<file path="src/rtl/tconv_pkg.sv">
package tconv_pkg;

  typedef enum logic [1:0] {
    ST_IDLE = 2'd0,
    ST_DIV  = 2'd1,
    ST_MAP  = 2'd2
  } convState_t;

  typedef struct packed {
    logic load;
    logic step;
    logic map;
  } ctlStrobe_t;

endpackage

</file>
<file path="src/rtl/tconv_ctrl.sv">
module tconv_ctrl
  import tconv_pkg::*;
#(
  parameter int Q_W = 17
) (
  input  logic       clk,
  input  logic       rstN,
  input  logic       inValid,
  output logic       inReady,
  output logic       outValid,
  output ctlStrobe_t ctl
);

  localparam int CNT_W = $clog2(Q_W);
  localparam int LAT   = Q_W + 1;
  localparam int LC_W  = $clog2(LAT + 2);

  convState_t state;
  logic [CNT_W-1:0] bitCnt;

  assign inReady  = (state == ST_IDLE);
  assign ctl.load = (state == ST_IDLE) && inValid;
  assign ctl.step = (state == ST_DIV);
  assign ctl.map  = (state == ST_MAP);

  always_ff @(posedge clk or negedge rstN) begin
    if (!rstN) begin
      state    <= ST_IDLE;
      bitCnt   <= '0;
      outValid <= 1'b0;
    end else begin
      outValid <= 1'b0;
      case (state)
        ST_IDLE: if (inValid) begin
          state  <= ST_DIV;
          bitCnt <= CNT_W'(Q_W - 1);
        end
        ST_DIV: if (bitCnt == '0) state <= ST_MAP;
                else bitCnt <= bitCnt - 1'b1;
        ST_MAP: begin
          state    <= ST_IDLE;
          outValid <= 1'b1;
        end
        default: state <= ST_IDLE;
      endcase
    end
  end

  // Latency watch counter, used only by the checks below
  logic [LC_W-1:0] latCnt;
  always_ff @(posedge clk or negedge rstN) begin
    if (!rstN) latCnt <= '0;
    else if (inValid && inReady) latCnt <= LC_W'(1);
    else if (outValid) latCnt <= '0;
    else if (latCnt != '0) latCnt <= latCnt + 1'b1;
  end


  busy_after_accept_chk: assert property (@(posedge clk) disable iff (!rstN)
    (inValid && inReady) |=> !inReady);


  valid_pulse_chk: assert property (@(posedge clk) disable iff (!rstN)
    outValid |=> !outValid);


  ready_with_result_chk: assert property (@(posedge clk) disable iff (!rstN)
    outValid |-> inReady);


  latency_chk: assert property (@(posedge clk) disable iff (!rstN)
    outValid |-> (latCnt == LC_W'(LAT + 1)));

endmodule

</file>
<file path="src/rtl/tconv_dp.sv">
module tconv_dp
  import tconv_pkg::*;
#(
  parameter int X_W        = 16,
  parameter int X_FRAC     = 14,
  parameter int ALPHA_W    = 16,
  parameter int ALPHA_FRAC = 10,
  parameter int GAIN_W     = 16,
  parameter int OFF_W      = 16,
  parameter int OUT_W      = 16,
  parameter int MU_FRAC    = 16
) (
  input  logic             clk,
  input  logic             rstN,
  input  ctlStrobe_t       ctl,
  input  logic [X_W-1:0]   ratioIn,
  input  logic [ALPHA_W-1:0] alphaIn,
  input  logic [GAIN_W-1:0]  gainIn,
  input  logic [OFF_W-1:0]   offsetIn,
  output logic [OUT_W-1:0]   tempOut
);

  localparam int ALIGN  = X_FRAC - ALPHA_FRAC;
  localparam int NUM_W  = (ALPHA_W + ALIGN > X_W) ? ALPHA_W + ALIGN : X_W;
  localparam int DEN_W  = NUM_W + 1;
  localparam int REM_W  = DEN_W + 1;
  localparam int Q_W    = MU_FRAC + 1;
  localparam int PROD_W = GAIN_W + Q_W;
  localparam int RND_W  = PROD_W + 1 - MU_FRAC;
  localparam int SUM_W  = RND_W + 2;
  localparam logic signed [SUM_W-1:0] MAX_POS = SUM_W'((1 << (OUT_W - 1)) - 1);
  localparam logic signed [SUM_W-1:0] MIN_NEG = -SUM_W'(1 << (OUT_W - 1));

  // Alpha aligned to the ratio's binary point
  logic [NUM_W-1:0] alphaAligned;
  generate
    if (ALIGN > 0) begin : g_shift
      assign alphaAligned = NUM_W'({alphaIn, {ALIGN{1'b0}}});
    end else begin : g_direct
      assign alphaAligned = NUM_W'(alphaIn);
    end
  endgenerate

  logic [DEN_W-1:0]  denomReg;
  logic [REM_W-1:0]  remReg;
  logic [Q_W-1:0]    quotReg;
  logic [GAIN_W-1:0] gainReg;
  logic [OFF_W-1:0]  offReg;

  // Restoring step
  logic [REM_W-1:0] denomExt, diff, remNext;
  logic             geBit;
  always_comb begin
    denomExt = {1'b0, denomReg};
    geBit    = (remReg >= denomExt);
    diff     = remReg - denomExt;
    remNext  = geBit ? {diff[REM_W-2:0], 1'b0} : {remReg[REM_W-2:0], 1'b0};
  end

  always_ff @(posedge clk or negedge rstN) begin
    if (!rstN) begin
      denomReg <= '0;
      remReg   <= '0;
      quotReg  <= '0;
      gainReg  <= '0;
      offReg   <= '0;
    end else if (ctl.load) begin
      denomReg <= DEN_W'(alphaAligned) + DEN_W'(ratioIn);
      remReg   <= REM_W'(alphaAligned);
      quotReg  <= '0;
      gainReg  <= gainIn;
      offReg   <= offsetIn;
    end else if (ctl.step) begin
      remReg  <= remNext;
      quotReg <= {quotReg[Q_W-2:0], geBit};
    end
  end

  // Scale, round half up, add offset, clamp
  logic [PROD_W-1:0]       prod;
  logic [PROD_W:0]         prodRnd;
  logic [RND_W-1:0]        scaled;
  logic signed [SUM_W-1:0] sum;
  logic [OUT_W-1:0]        clamped;
  always_comb begin
    prod    = PROD_W'(gainReg) * PROD_W'(quotReg);
    prodRnd = {1'b0, prod} + (PROD_W+1)'(1 << (MU_FRAC - 1));
    scaled  = prodRnd[PROD_W:MU_FRAC];
    sum     = $signed({2'b00, scaled})
            + $signed({{(SUM_W-OFF_W){offReg[OFF_W-1]}}, offReg});
    if (sum > MAX_POS)      clamped = MAX_POS[OUT_W-1:0];
    else if (sum < MIN_NEG) clamped = MIN_NEG[OUT_W-1:0];
    else                    clamped = sum[OUT_W-1:0];
  end

  always_ff @(posedge clk or negedge rstN) begin
    if (!rstN)        tempOut <= '0;
    else if (ctl.map) tempOut <= clamped;
  end


  rem_bound_chk: assert property (@(posedge clk) disable iff (!rstN)
    (ctl.step && denomReg != '0) |-> (remReg < {denomReg, 1'b0}));


  cal_hold_chk: assert property (@(posedge clk) disable iff (!rstN)
    !ctl.load |=> ($stable(gainReg) && $stable(offReg) && $stable(denomReg)));


  result_hold_chk: assert property (@(posedge clk) disable iff (!rstN)
    !ctl.map |=> $stable(tempOut));


  sign_chk: assert property (@(posedge clk) disable iff (!rstN)
    ctl.map |=> (!tempOut[OUT_W-1] || offReg[OFF_W-1]));

endmodule

</file>
<file path="src/rtl/tconv_linearizer.sv">
module tconv_linearizer
  import tconv_pkg::*;
#(
  parameter int X_W        = 16,
  parameter int X_FRAC     = 14,
  parameter int ALPHA_W    = 16,
  parameter int ALPHA_FRAC = 10,
  parameter int GAIN_W     = 16,
  parameter int OFF_W      = 16,
  parameter int OUT_W      = 16,
  parameter int MU_FRAC    = 16
) (
  input  logic               clk,
  input  logic               rstN,
  input  logic               inValid,
  output logic               inReady,
  input  logic [X_W-1:0]     ratioIn,
  input  logic [ALPHA_W-1:0] alphaIn,
  input  logic [GAIN_W-1:0]  gainIn,
  input  logic [OFF_W-1:0]   offsetIn,
  output logic               outValid,
  output logic [OUT_W-1:0]   tempOut
);

  localparam int Q_W = MU_FRAC + 1;

  ctlStrobe_t ctl;

  tconv_ctrl #(.Q_W(Q_W)) u_ctrl (
    .clk      (clk),
    .rstN     (rstN),
    .inValid  (inValid),
    .inReady  (inReady),
    .outValid (outValid),
    .ctl      (ctl)
  );

  tconv_dp #(
    .X_W(X_W), .X_FRAC(X_FRAC), .ALPHA_W(ALPHA_W), .ALPHA_FRAC(ALPHA_FRAC),
    .GAIN_W(GAIN_W), .OFF_W(OFF_W), .OUT_W(OUT_W), .MU_FRAC(MU_FRAC)
  ) u_dp (
    .clk      (clk),
    .rstN     (rstN),
    .ctl      (ctl),
    .ratioIn  (ratioIn),
    .alphaIn  (alphaIn),
    .gainIn   (gainIn),
    .offsetIn (offsetIn),
    .tempOut  (tempOut)
  );

endmodule

</file>
<file path="config.mk">
export PLATFORM = sky130hd
export DESIGN_NAME = tconv_linearizer
export DESIGN_NICKNAME = d
export VERILOG_FILES = /design/src/rtl/tconv_pkg.sv /design/src/rtl/tconv_ctrl.sv /design/src/rtl/tconv_dp.sv /design/src/rtl/tconv_linearizer.sv
export SDC_FILE = /design/constraint.sdc
export NUM_CORES = 1
export LEC_CHECK = 0
export CORE_ASPECT_RATIO = 1.25
export CORE_MARGIN = 3
export CORE_UTILIZATION = 43
export DETAILED_ROUTE_END_ITERATION = 12
export DONT_BUFFER_PORTS = 1
export PLACE_DENSITY = 0.59
export SLEW_MARGIN = 20
export SYNTH_ARGS = -nofsm -noshare
export SYNTH_HDL_FRONTEND = slang
export SYNTH_HIERARCHICAL = 1
export SYNTH_SLANG_ARGS = --single-unit
</file>
<file path="constraint.sdc">
create_clock -name clk -period 9.9 [get_ports clk]
set_input_delay 1.485 -clock clk [delete_from_list [all_inputs] [get_ports clk]]
set_output_delay 1.485 -clock clk [all_outputs]
set_load 0.005 [all_outputs]
</file>
==> summary.txt <==
Routing
  – Wire per inst: 17.10 um
  – Initial DRC Count: 494
  – Detailed Route WL: 37490 um
  – Vias/cell: 5.257
  – Antenna viol nets, final: 0
  – Total number of vias: 11.52k
  – Pre-antenna DRT Iters: 5
  – DRC violations left: 0

Yosys
  – Syn avg cell area: 9.285 sq um
  – Seq/Total Area, Yosys: 17.85%
  – Post-Synth Simple-Gate Area: 15.04%
  – Post-Syn Instances: 1736
  – Mapped Area: 16120 sq um
  – Synth Area in Adders: 39.56%
  – Top FF cell, synth: dfrtp_1
  – Distinct cells, synth: 73
  – Compound-Gate Fraction of Synth Area: 11.05%
  – Asr flop ratio synth: 100.0%
  – Syn Nets: 2186
  – Mux cell area share after synthesis: 4.487%
  – EDFF count, synth: 0
  – Flip-flop and latch count after synthesis: 115
  – Synth Area in XOR/XNOR: 3.314%
  – Syn. warnings: 6
  – Combinational family with the most area after synthesis: adder cells

Critical path
  – Critical Path End Type: flip-flop
  – Crit-path max FO: 18
  – Cell mode on critical path: fa_1
  – Worst setup SP type: flip-flop
  – Critical path's largest stage delay: 0.81 ns
  – Critical Path RT: 10.22 ns
  – Delay-heaviest family, CP: adder cells
  – Worst Path Buf+Inv: 7
  – Critical path class: flip-flop to flip-flop
  – CP arrival: 9.48 ns
  – Max stage delay cell, worst path: dfrtp_1

Clock network
  – TritonCTS clock tree: built
  – CTS H-tree lvls: 4
  – # hold bufs at CTS: 0
  – CTS sink count: 115
  – CTS root buf: clkbuf_16
  – CTS Buffer Depth: 2
  – Post-CTS setup buffer count: 0
  – CTS buffer count: 17
  – CTS resizes: 0
  – Clock transition at the registers of the reported paths: 0.05 ns
  – Clk Latency, worst-skew pair: 0.44 ns

Floorplanning
  – Top Ports: 85
  – Initial Util: 44.04%
  – Row Count: 78
  – Total die area: 39860 sq um
  – CORE AREA: 36600 sq um
  – Die width: 179.2 um
  – Die Span Y: 222.5 um

Status
  – Outcome: completed

Timing
  – Final Max Tran Viols: 0
  – RSZ-0062 raised after global routing: false
  – Setup TNS: 0 ns
  – Final hold viol count: 0
  – Worst-Margin Slew: 0.9646 ns
  – Final worst slack: 0.7348 ns
  – Period utilization: 92.58%
  – Slew margin rel.: 35.69%
  – Finish-stage setup viols: 0
  – Clock skew: 0.01211 ns
  – Fmax: 0.1091 GHz
  – Min cycle time layout: 9.165 ns

Placement
  – DP HPWL: 29290 um
  – Placed cell count: 2161
  – IO Port Bufs: 0
  – GPL Wtd Cong: 0.8408
  – Pre-CTS WS: 0.7646 ns

Finish
  – Area growth, synth to finish: 6.264%
  – Nets: 2150
  – Layout cells sized above 1: 6.429%
  – Final Non-Filler Cells: 2192

Global route
  – Number of global-route vias before repair: 12.18k
  – Global-route usage over all layers: 19.96%
  – Grt ovf: 0
  – Global-route wire length before repair: 63050 um
  – Initial antenna violation count: 4
  – Largest net degree at the start of global routing: 116

Flow run
  – Maxcap violations: 0

Hold path
  – Hold Path Class: flip-flop to flip-flop
-- registers in the layout (all words and copies together), names as in the netlist --
| register | flops |
|---|---|
| u_dp/denomReg | 21 |
| u_ctrl/outValid | 1 |
| u_ctrl/bitCnt | 5 |
| u_dp/quotReg | 17 |
| u_ctrl/state | 2 |
| u_dp/gainReg | 16 |
| u_dp/offReg | 16 |
| u_dp/remReg | 21 |
| u_dp/tempOut | 16 |
-- metal layers --
layer | GRT usage, % | share of wire (%)
met1 | 24.90 | 42
met2 | 35.12 | 53
met3 | 3.162 | 2.7
met4 | 6.389 | 2.5
met5 | 0 | 0.096
-- worst paths after layout --
kind                                    from                end  slack [ns]  depth (start not counted)
min in group asynchronous               rstN   u_dp/gainReg[15]        0.75                          0
hold reg to reg            u_dp/denomReg[15]  u_dp/denomReg[15]        0.51                          1
setup reg to reg             u_dp/quotReg[5]    u_dp/tempOut[5]        0.73                         31
max in group asynchronous               rstN    u_dp/quotReg[2]        8.89                          0
hold / removal             u_dp/denomReg[15]  u_dp/denomReg[15]        0.51                          1
setup / recovery             u_dp/quotReg[5]    u_dp/tempOut[5]        0.73                         31
-- metrics by stage --
step / hold WS [ns] / area (sq um) / utilization, %
5_1_grt: 0.5254 / 17130 / 46.80
3_5_place_dp: 0.5005 / 16560 / 45.24
2_1_floorplan: 0.4807 / 16120 / -
6_report: 0.5060 / 17130 / 46.80
3_3_place_gp: 0.4953 / 16560 / 45.24
4_1_cts: 0.5135 / 17130 / 46.80
-- cell type report --
| cell class | count | area, sq um |
|---|---|---|
| Fill cell | 3554 | 19470 |
| Timing Repair Buffer | 15 | 112.6 |
| Sequential cell | 115 | 2878 |
| Antenna cell | 1 | 2.502 |
| Clock inverter | 8 | 105.1 |
| Multi-Input combinational cell | 1252 | 11840 |
| Tap cell | 480 | 600.6 |
| Clock buffer | 22 | 464.2 |
| Inverter | 299 | 1122 |
-- cell usage in the layout, fill, tap and decap left out, drive strengths merged, types with 20 or more instances in the layout --
cell type | netlist | final
o21ai | 63 | 63
a21o | 32 | 32
fa | 211 | 211
xor2 | 23 | 23
clkbuf | 54 | 22
dfrtp | 115 | 115
inv | 299 | 299
mux2 | 34 | 34
and2 | 134 | 134
nor2 | 69 | 69
mux2i | 34 | 34
a21oi | 57 | 57
a211oi | 20 | 20
ha | 172 | 172
xnor2 | 38 | 38
nand2 | 186 | 186
-- synthesized netlist by cell type, types with 10 or more instances --
cell        n  share of area (%)
nand4_1    10               0.39
dfrtp_1   115                 18
inv_1     297                6.9
a211oi_1   18               0.84
a21oi_1    57                1.8
o21ai_0    50                1.6
nand3_1    14               0.43
nor3_1     15               0.47
mux2i_1    34                2.1
ha_1      172                 13
nand2_1   185                4.3
and2_1    133                5.2
a21o_1     31                1.4
fa_1      211                 26
mux2_2     34                2.4
clkbuf_1   54                1.3
nor2_1     69                1.6
nor2b_1    15               0.58
xnor2_1    38                2.1
xor2_1     23                1.2
-- cells by family (layout without fill, tap and decap cells) --
kind of cell	after synthesis	count (layout)
adder cells (fa/ha/maj)	383	383
AND/OR/NAND/NOR	486	486
multiplexers	68	68
flip-flops	115	115
other	0	1
AO/OA/AOI/OAI	254	254
buffers and inverters	369	344
XOR/XNOR	61	61
-- worst register-to-register path: cells and delay by family (launching register included) --
family          cells  cell delay [ns]
fa+ha+maj           8             3.77
compound gates      9             2.66
xor+xnor            1             0.15
buf+inv             7             0.73
flops               1             0.81
simple gates        6             0.95
Power is left out: the tool's default activity adds up to more than one toggle a clock period on the data nets, which glitch-free logic cannot reach.
